<file path="src/rtl/cfg_hdr_pkg.sv">
package cfg_hdr_pkg;
  localparam int DW     = 32;
  localparam int BEW    = DW / 8;
  localparam int WIN_AW = 12;
  localparam int RN_W   = WIN_AW - 2;

  typedef struct packed {
    logic           force_be;
    logic [BEW-1:0] be;
    logic [7:0]     bus;
    logic [7:0]     devfn;
  } hdr_t;

  localparam int HDR_W = $bits(hdr_t);

  typedef struct packed {
    logic [7:0]      bus;
    logic [7:0]      devfn;
    logic [RN_W-1:0] regnum;
    logic [BEW-1:0]  be;
    logic            write;
    logic [DW-1:0]   wdata;
  } desc_t;

  typedef enum logic [1:0] {S_IDLE, S_ISSUE, S_WAIT} seq_st_e;
endpackage

</file>
<file path="src/rtl/cfg_hdr_reg.sv">
module cfg_hdr_reg
  import cfg_hdr_pkg::*;
(
  input  logic          clk,
  input  logic          rst_n,
  input  logic          wr_en,
  input  logic [DW-1:0] wdata,
  output hdr_t          hdr
);
  hdr_t hdr_q, hdr_d;

  always_comb begin
    hdr_d = hdr_q;
    if (wr_en) hdr_d = hdr_t'(wdata[HDR_W-1:0]);
  end

  always_ff @(posedge clk or negedge rst_n) begin
    if (!rst_n)     hdr_q <= '0;
    else if (wr_en) hdr_q <= hdr_d;
  end

  assign hdr = hdr_q;


  hdr_hold_chk: assert property (@(posedge clk) disable iff (!rst_n)
    !wr_en |=> $stable(hdr_q))
    else $error("header changed without a write");
endmodule

</file>
<file path="src/rtl/cfg_req_seq.sv">
module cfg_req_seq
  import cfg_hdr_pkg::*;
(
  input  logic            clk,
  input  logic            rst_n,
  input  logic            win_req,
  input  logic            we,
  input  logic [RN_W-1:0] regnum,
  input  logic [DW-1:0]   wdata,
  input  logic [BEW-1:0]  wstrb,
  input  hdr_t            hdr,
  output logic            win_ack,
  output logic [DW-1:0]   win_rdata,
  output logic            req_valid,
  input  logic            req_ready,
  output desc_t           desc,
  input  logic            cpl_valid,
  input  logic [DW-1:0]   cpl_data
);
  seq_st_e st_q, st_d;
  desc_t   desc_q, desc_d;
  logic    rd_q, rd_d;
  logic    ld_en;
  logic [BEW-1:0] be_sel;

  always_comb begin
    if (hdr.force_be) be_sel = hdr.be;
    else if (we)      be_sel = wstrb;
    else              be_sel = {BEW{1'b1}};
  end

  assign ld_en = (st_q == S_IDLE) && win_req;

  always_comb begin
    desc_d        = desc_q;
    desc_d.bus    = hdr.bus;
    desc_d.devfn  = hdr.devfn;
    desc_d.regnum = regnum;
    desc_d.be     = be_sel;
    desc_d.write  = we;
    desc_d.wdata  = wdata;
  end

  always_comb begin
    st_d      = st_q;
    rd_d      = rd_q;
    win_ack   = 1'b0;
    win_rdata = '0;
    case (st_q)
      S_IDLE: if (win_req) begin
        st_d = S_ISSUE;
        rd_d = !we;
      end
      S_ISSUE: if (req_ready) begin
        st_d    = S_WAIT;
        win_ack = !rd_q;
      end
      S_WAIT: if (cpl_valid) begin
        st_d = S_IDLE;
        if (rd_q) begin
          win_ack   = 1'b1;
          win_rdata = cpl_data;
        end
      end
      default: st_d = S_IDLE;
    endcase
  end

  always_ff @(posedge clk or negedge rst_n) begin
    if (!rst_n) begin
      st_q <= S_IDLE;
      rd_q <= 1'b0;
    end else begin
      st_q <= st_d;
      rd_q <= rd_d;
    end
  end

  always_ff @(posedge clk or negedge rst_n) begin
    if (!rst_n)     desc_q <= '0;
    else if (ld_en) desc_q <= desc_d;
  end

  assign req_valid = (st_q == S_ISSUE);
  assign desc      = desc_q;

  // Independent count of handshakes minus completions, for checking only.
  logic [1:0] owed_q;
  always_ff @(posedge clk or negedge rst_n) begin
    if (!rst_n) owed_q <= '0;
    else owed_q <= owed_q + {1'b0, req_valid && req_ready} - {1'b0, cpl_valid && owed_q != 2'd0};
  end


  desc_stall_chk: assert property (@(posedge clk) disable iff (!rst_n)
    req_valid && !req_ready |=> req_valid && $stable(desc_q))
    else $error("descriptor moved while stalled");


  one_owed_chk: assert property (@(posedge clk) disable iff (!rst_n)
    owed_q != 2'd0 |-> !req_valid && owed_q == 2'd1)
    else $error("new request while completion owed");


  be_force_chk: assert property (@(posedge clk) disable iff (!rst_n)
    $rose(req_valid) && $past(hdr.force_be) |-> desc_q.be == $past(hdr.be))
    else $error("forced byte enables not applied");


  be_read_chk: assert property (@(posedge clk) disable iff (!rst_n)
    $rose(req_valid) && !$past(hdr.force_be) && !desc_q.write |-> desc_q.be == {BEW{1'b1}})
    else $error("read byte enables not all set");
endmodule

</file>
<file path="src/rtl/cfg_hdr_gen.sv">
module cfg_hdr_gen
  import cfg_hdr_pkg::*;
#(
  parameter int                ADDR_W   = 13,
  parameter logic [ADDR_W-1:0] HDR_OFS  = 13'h0140,
  parameter logic [ADDR_W-1:0] WIN_BASE = 13'h1000
) (
  input  logic              clk,
  input  logic              rst_n,
  input  logic              hb_req,
  input  logic              hb_we,
  input  logic [ADDR_W-1:0] hb_addr,
  input  logic [DW-1:0]     hb_wdata,
  input  logic [BEW-1:0]    hb_wstrb,
  output logic              hb_ack,
  output logic [DW-1:0]     hb_rdata,
  output logic              req_valid,
  input  logic              req_ready,
  output logic [7:0]        req_bus,
  output logic [7:0]        req_devfn,
  output logic [RN_W-1:0]   req_regnum,
  output logic [BEW-1:0]    req_be,
  output logic              req_write,
  output logic [DW-1:0]     req_wdata,
  input  logic              cpl_valid,
  input  logic [DW-1:0]     cpl_data
);
  localparam int PAGE_W = ADDR_W - WIN_AW;

  logic [1:0] rst_sync_q;
  logic       rst_int_n;

  always_ff @(posedge clk or negedge rst_n) begin
    if (!rst_n) rst_sync_q <= 2'b00;
    else        rst_sync_q <= {rst_sync_q[0], 1'b1};
  end
  assign rst_int_n = rst_sync_q[1];

  logic hit_hdr, hit_win, hdr_wr, win_req, win_ack;
  logic [DW-1:0] win_rdata;
  hdr_t  hdr;
  desc_t desc;

  assign hit_hdr = (hb_addr == HDR_OFS);
  assign hit_win = (hb_addr[ADDR_W-1:WIN_AW] == WIN_BASE[ADDR_W-1:WIN_AW]);
  assign hdr_wr  = hb_req && hb_we && hit_hdr;
  assign win_req = hb_req && hit_win;

  cfg_hdr_reg u_hdr (
    .clk   (clk),
    .rst_n (rst_int_n),
    .wr_en (hdr_wr),
    .wdata (hb_wdata),
    .hdr   (hdr)
  );

  cfg_req_seq u_seq (
    .clk       (clk),
    .rst_n     (rst_int_n),
    .win_req   (win_req),
    .we        (hb_we),
    .regnum    (hb_addr[WIN_AW-1:2]),
    .wdata     (hb_wdata),
    .wstrb     (hb_wstrb),
    .hdr       (hdr),
    .win_ack   (win_ack),
    .win_rdata (win_rdata),
    .req_valid (req_valid),
    .req_ready (req_ready),
    .desc      (desc),
    .cpl_valid (cpl_valid),
    .cpl_data  (cpl_data)
  );

  always_comb begin
    hb_ack   = hb_req && (hit_win ? win_ack : 1'b1);
    hb_rdata = '0;
    if (hit_win)      hb_rdata = win_rdata;
    else if (hit_hdr) hb_rdata = {{(DW-HDR_W){1'b0}}, hdr};
  end

  assign req_bus    = desc.bus;
  assign req_devfn  = desc.devfn;
  assign req_regnum = desc.regnum;
  assign req_be     = desc.be;
  assign req_write  = desc.write;
  assign req_wdata  = desc.wdata;


  rd_ack_cpl_chk: assert property (@(posedge clk) disable iff (!rst_int_n)
    hb_ack && hit_win && !hb_we |-> cpl_valid)
    else $error("read acknowledged without completion");


  wr_ack_hs_chk: assert property (@(posedge clk) disable iff (!rst_int_n)
    hb_ack && hit_win && hb_we |-> req_valid && req_ready)
    else $error("write acknowledged without handshake");


  stray_ack_chk: assert property (@(posedge clk) disable iff (!rst_int_n)
    hb_req && !hit_win && !hit_hdr |-> hb_ack && hb_rdata == '0)
    else $error("stray access mishandled");
endmodule

</file>
<file path="config.mk">
export PLATFORM = sky130hd
export DESIGN_NAME = cfg_hdr_gen
export DESIGN_NICKNAME = d
export VERILOG_FILES = /design/src/rtl/cfg_hdr_pkg.sv /design/src/rtl/cfg_hdr_reg.sv /design/src/rtl/cfg_req_seq.sv /design/src/rtl/cfg_hdr_gen.sv
export SDC_FILE = /design/constraint.sdc
export NUM_CORES = 1
export LEC_CHECK = 0
export CAP_MARGIN = 10
export CORE_UTILIZATION = 37
export DETAILED_ROUTE_END_ITERATION = 16
export GPL_ROUTABILITY_DRIVEN = 1
export PLACE_DENSITY = 0.77
export SYNTH_ARGS = -nofsm -noshare
export SYNTH_HDL_FRONTEND = slang
export SYNTH_SLANG_ARGS = --single-unit
</file>
<file path="constraint.sdc">
create_clock -name clk -period 2.7 [get_ports clk]
set_input_delay 0.54 -clock clk [delete_from_list [all_inputs] [get_ports clk]]
set_output_delay 0.54 -clock clk [all_outputs]
set_load 0.05 [all_outputs]
</file>
==> results of run 1 <==
==> worst min path at each step <==
stage | from | to
5_1_grt | rst_n | rst_sync_q[1]$_DFF_PN0_
6_report | rst_sync_q[1]$_DFF_PN0_ | u_seq.desc[10]$_DFFE_PN0P_
3_5_place_dp | rst_sync_q[0]$_DFF_PN0_ | rst_sync_q[1]$_DFF_PN0_
4_1_cts | rst_n | rst_sync_q[1]$_DFF_PN0_
2_1_floorplan | rst_n | rst_sync_q[0]$_DFF_PN0_
3_3_place_gp | rst_sync_q[0]$_DFF_PN0_ | rst_sync_q[1]$_DFF_PN0_
==> layout by cell type (no fill, tap or decap), drive strengths merged, types with 5 or more instances in the layout <==
cell,netlist,final
and2,11,11
dfrtp,89,89
clkdlybuf4s50,0,139
o21ai,5,5
inv,6,6
buf,9,56
clkbuf,5,16
mux2,82,82
nand2,5,5
a22o,21,21
ha,5,5
==> registers in the layout, indices dropped and copies added (netlist names) <==
name,flops
u_hdr.hdr,21
u_seq.desc,63
u_seq.st_q,2
u_seq.rd_q,1
rst_sync_q,2
==> cells by family (layout without fill, tap and decap cells) <==
family | Yosys count | count (layout)
buffers and inverters | 20 | 223
adder cells (fa/ha/maj) | 5 | 5
multiplexers | 82 | 82
AND/OR/NAND/NOR | 30 | 30
AO/OA/AOI/OAI | 33 | 33
other | 1 | 1
flip-flops | 89 | 89
==> area by class of cell <==
cell class,count,area (µm²)
Sequential cell,89,2230
Inverter,6,22.5
Tap cell,133,166
Fill cell,716,3300
Timing Repair Buffer,201,2340
Multi-Input combinational cell,151,1570
Clock inverter,2,60.1
Clock buffer,14,173
==> where the power goes <==
part	leakage, nW	switching (mW)	total, mW	internal, mW
combinational	1.71	1.86	3.03	1.17
sequential	1.14	0.217	1.93	1.72
clock	0.117	0.446	1.05	0.599
total	2.97	2.52	6.01	3.49
==> synth_stat cells (3+ instances only) <==
cell type	count	area share (%)
dfrtp_1	89	59
mux2_2	62	18
a22o_1	21	4.9
mux2_1	20	5.9
and2_1	11	1.8
inv_1	6	0.59
buf_1	5	0.50
clkbuf_1	5	0.50
ha_1	5	1.7
nand2_1	5	0.50
o21ai_0	5	0.66
o22ai_1	3	0.50
==> what timing repair did <==
| item | 4_1_cts | 5_1_grt |
|---|---|---|
| gates resized for setup | 39 | 12 |
| endpoints found under the setup margin | 21 | 18 |
| setup buffers | 1 | 0 |
| hold buffers | 0 | 0 |
| gates cloned | 1 | 1 |
| pin swaps | 7 | 5 |
==> through the flow <==
| step | area, µm² | utilization [%] | total power, mW |
|---|---|---|---|
| floorplan | 3790 | - | 3.84 |
| global placement | 6210 | 62.9 | 4.93 |
| detailed placement | 6210 | 62.9 | 5.00 |
| CTS | 6470 | 65.6 | 6.05 |
| global route | 6560 | 66.5 | 6.27 |
| finish | 6560 | 66.5 | 6.01 |
==> per-layer routing <==
metal	vias up	share of wire (%)	GRT usage, %
met5	-	0	0
met4	0	0.93	6.28
met3	8	7.9	6.18
met2	118	52	35.9
met1	1472	39	22.8
li1	1346	-	-
==> worst max-delay path, cell delays in order <==
cell	delay [ns]
buf_6	0.09
or4b_4	0.56
nor4b_4	0.30
buf_6	0.18
buf_8	0.15
a22o_1	0.18
buf_12	0.15
==> impl_metrics.json, run 1 <==
{
  "startpoint": "hb_addr[9]",
  "io_buffers": 183,
  "endpoint_kind": "primary output",
  "drive_gt1_share_pct": 32.2,
  "syn_area_per_cell_um2": 14.6,
  "leakagePower_nw": 2.97,
  "core.rowCount": 36,
  "syn_inst": 260,
  "wl_per_cell_um": 17.7,
  "ir_worst_vdd_mv": 0.669,
  "slew_headroom_pct": 59.9,
  "r2r-end": "u_seq.st_q[0]$_DFFE_PN0P_",
  "placed_cells": 577,
  "critPathMaxFanout": 6,
  "clk_latency_ns": 0.34,
  "synth_cell_types": 31,
  "cap_violations": 0,
  "initial_core_util_pct": 38.4,
  "ys_warn_count": 0,
  "ys_seq_area_share_pct": 58.8,
  "hp-class": "reg2async",
  "crit_path_start_kind": "input pin",
  "synth_mux_area_share_pct": 24.4,
  "critPathRequiredTime_ns": 2.16,
  "antenna_found_initial": 0,
  "synth-edff-count": 0,
  "fin_tns_setup_ns": 0,
  "ys.flop_type": "dfrtp_1",
  "overflow": 0,
  "rsz0062_at_grt": "yes",
  "vias": 2944,
  "reg2regPathDepth": 4,
  "grt_pass1_wl_mm": 15.8,
  "drc": 0,
  "vias_per_cell": 4.94,
  "cts_tree": "done",
  "area_growth_pct": 73.2,
  "diodes": 0,
  "clkTransAtPathRegs_ns": 0.09,
  "async_flop_share_pct": 100,
  "hold_viol_final": 0,
  "worstMarginPinSlew_ns": 0.601,
  "numCtsBuffers": 9,
  "slew_viol_final": 0,
  "ctsRootBufferMaster": "clkbuf_8",
  "pre_cts_slack_ns": -0.331,
  "synth_compound_area_share_pct": 6.90,
  "fp.coreArea_um2": 9860,
  "grt_start_max_net_pins": 46,
  "cts_buffer_depth": 2,
  "grt_util_all_layers_pct": 20.0,
  "fmax_mhz": 372,
  "synth_xor_xnor_area_share_pct": 0,
  "synthSimpleGateAreaFrac_pct": 5.72,
  "timing.rr.start": "u_seq.st_q[1]$_DFFE_PN0P_",
  "syn_area_um2": 3790,
  "pin_count": 184,
  "finalCritPeriodShare_pct": 99.5,
  "arrival_ns": 2.15,
  "dr.pass1.iters": 5,
  "nets": 550,
  "clock-sinks": 89,
  "status": "finished clean",
  "final_cells": 596,
  "drtIter0Drc": 49,
  "gp_congestion": 0.726,
  "die_x_um": 103,
  "fin_crit_ns": 2.69,
  "synthesis.nets": 352,
  "synth_seq_cells": 89,
  "final.setup_skew_ns": 0.0117,
  "p_per_area_nw_per_um2": 916,
  "worst_hold_slack_ns": 0.349,
  "crit_path_end": "hb_rdata[4]",
  "first_global_vias": 3080,
  "dieHeight_um": 103,
  "post-dp-hpwl_mm": 7.68,
  "die-area_um2": 10600,
  "htree_levels": 3,
  "final.setup.worst_slack_ns": 0.0123,
  "routed_wl_mm": 10.6,
  "path_class": "in2out",
  "setup_viol": 0,
  "synth_top_family_by_area": "multiplexers",
  "synth_fa_ha_area_share_pct": 1.65,
  "r2r_setup_slack_ns": 1.03,
  "route.antenna.remaining_nets": 0
}
(Power assumes the default switching activity.)
==> run 2, diff against run 1 <==
--- a/config.mk
+++ b/config.mk
@@ -8,8 +8,7 @@
 export CAP_MARGIN = 10
 export CORE_UTILIZATION = 37
 export DETAILED_ROUTE_END_ITERATION = 16
-export GPL_ROUTABILITY_DRIVEN = 1
-export PLACE_DENSITY = 0.77
+export PLACE_DENSITY = 0.75
 export SYNTH_ARGS = -nofsm -noshare
 export SYNTH_HDL_FRONTEND = slang
 export SYNTH_SLANG_ARGS = --single-unit
==> run 2 against run 1 <==
Compared with the run above: sequential share of layout area is 0.39 points higher; count of clock-buffer cells in the layout stayed put; combinational power about the same; largest cell class unchanged; via count fell by 0.20%; final area decreased by 1.1%; setup slack improved by 0.021 ns.
==> impl_metrics.json, run 2 (same netlist as run 1, synthesis figures left out) <==
{
  "power_frac_comb_pct": 50.7,
  "crit_path_start_kind": "input pin",
  "first_global_vias": 3059,
  "clock-sinks": 89,
  "nets": 551,
  "rsz0062_at_grt": "yes",
  "ctsRootBufferMaster": "clkbuf_8",
  "die-area_um2": 10600,
  "final.setup_skew_ns": 0.00997,
  "wl_per_cell_um": 17.4,
  "area_growth_pct": 71.2,
  "worstMarginPinSlew_ns": 0.593,
  "numCtsBuffers": 9,
  "fin_crit_ns": 2.67,
  "p_per_area_nw_per_um2": 921,
  "critPathMaxFanout": 5,
  "cts_buffer_depth": 2,
  "drive_gt1_share_pct": 31.3,
  "drc": 0,
  "layout_common_cells": "clkdlybuf4s50_1, dfrtp_1, mux2_2",
  "layout_commonest_cell": "clkdlybuf4s50_1",
  "reg2regPathDepth": 4,
  "final.setup.worst_slack_ns": 0.0334,
  "hp-class": "reg2async",
  "fmax_mhz": 375,
  "die_x_um": 103,
  "hold_viol_final": 0,
  "p_sw_mw": 2.51,
  "drtIter0Drc": 62,
  "grt_pass1_wl_mm": 15.7,
  "ir_worst_vdd_mv": 0.679,
  "pwr-share-clk_pct": 17.0,
  "antenna_found_initial": 0,
  "endpoint_kind": "primary output",
  "swShare_pct": 42.1,
  "grt_util_all_layers_pct": 19.8,
  "slew_headroom_pct": 60.4,
  "clk_latency_ns": 0.35,
  "critPathRequiredTime_ns": 2.16,
  "core.rowCount": 36,
  "fp.coreArea_um2": 9860,
  "internal-power_mw": 3.46,
  "htree_levels": 3,
  "pin_count": 184,
  "routed_wl_mm": 10.4,
  "path_class": "in2out",
  "vias_per_cell": 4.92,
  "dr.pass1.iters": 4,
  "cts_tree": "done",
  "status": "finished clean",
  "grt_start_max_net_pins": 45,
  "io_buffers": 183,
  "setup_viol": 0,
  "cap_violations": 0,
  "route.antenna.remaining_nets": 0,
  "clkTransAtPathRegs_ns": 0.08,
  "arrival_ns": 2.13,
  "pre_cts_slack_ns": -0.352,
  "dieHeight_um": 103,
  "p_total_mw": 5.97,
  "diodes": 0,
  "vias": 2938,
  "leakagePower_nw": 2.93,
  "seqPwrFrac_pct": 32.3,
  "initial_core_util_pct": 38.4,
  "largest_reg_flops": 63,
  "gp_congestion": 0.833,
  "overflow": 0,
  "post-dp-hpwl_mm": 7.68,
  "fillCellCount": 730,
  "slew_viol_final": 0,
  "post-route-util_pct": 65.7,
  "finalCritPeriodShare_pct": 98.8
}
[run 2: cell types whose count changed in the layout (fill, tap and decap cells not counted)]
cell | previous run | this run
clkbuf_2 | 1 | 2
clkdlybuf4s15_1 | 1 | 0
a22o_4 | 8 | 3
buf_8 | 2 | 1
clkbuf_8 | 12 | 11
a22o_1 | 13 | 18
clkbuf_16 | 1 | 0
clkdlybuf4s15_2 | 0 | 1
buf_4 | 11 | 12
clkbuf_1 | 2 | 3
buf_2 | 3 | 4
[run 2: layout make-up]
| class | instances | area, µm² | share of cell area, % |
|---|---|---|---|
| multi-input combinational | 151 | 1520 | 23.5 |
| timing repair buffer | 202 | 2320 | 35.8 |
| sequential | 89 | 2230 | 34.4 |
| tap | 133 | 166 | 2.57 |
| clock buffer | 14 | 163 | 2.51 |
| clock inverter | 2 | 60.1 | 0.926 |
| inverter | 6 | 22.5 | 0.347 |
[run 2: critical path, cell delays in order]
cell	delay, ns
buf_6	0.09
or4b_4	0.55
nor4b_4	0.30
buf_6	0.17
buf_6	0.14
a22o_1	0.18
buf_12	0.15
[run 2: metrics by stage]
stage / area [µm²] / instances / setup TNS, ns / hold WS [ns]
floorplan: 3790 / 260 / 0 / 0.244
global placement: 6210 / 577 / -7.91 / 0.338
detailed placement: 6210 / 577 / -8.50 / 0.350
CTS: 6470 / 597 / 0 / 0.328
global route: 6480 / 597 / -0.250 / 0.327
finish: 6480 / 597 / 0 / 0.342
[run 2: path summary, 6_finish.rpt]
kind / start / to / slack, ns
min reg2reg: rst_sync_q[1]$_DFF_PN0_ / u_seq.desc[12]$_DFFE_PN0P_ / 0.34
min in group clk: rst_sync_q[0]$_DFF_PN0_ / rst_sync_q[1]$_DFF_PN0_ / 0.37
max in group asynchronous: rst_sync_q[1]$_DFF_PN0_ / u_seq.desc[57]$_DFFE_PN0P_ / 1.71
max reg2reg: u_seq.st_q[0]$_DFFE_PN0P_ / u_seq.st_q[0]$_DFFE_PN0P_ / 0.99
max: hb_addr[11] / hb_rdata[10] / 0.03
min: rst_sync_q[1]$_DFF_PN0_ / u_seq.desc[12]$_DFFE_PN0P_ / 0.34
[run 2: timing repair]
| action | CTS | global route |
|---|---|---|
| setup buffers | 2 | 0 |
| hold buffers | 0 | 0 |
| pin swaps | 8 | 6 |
| endpoints found under the setup margin | 21 | 20 |
| endpoints found under the hold margin | 0 | 0 |
| resized for setup | 36 | 7 |
| cloned | 2 | 0 |
[run 2: metal layers]
metal  track usage [%]  vias up  share of wire (%)
met4              6.93        0                1.1
met3              5.71       10                9.0
met1              23.5     1453                 40
met5                 0        -                  0
li1                  -     1342                  -
met2              34.4      133                 50
[run 2: power groups by stage]
| stage | registers [mW] | clock network, mW | logic, mW |
|---|---|---|---|
| floorplan | 3.21 | 0 | 0.631 |
| global placement | 1.93 | 0 | 3.00 |
| detailed placement | 1.96 | 0 | 3.04 |
| CTS | 1.93 | 1.05 | 3.05 |
| global route | 1.98 | 1.11 | 3.14 |
| finish | 1.93 | 1.02 | 3.03 |
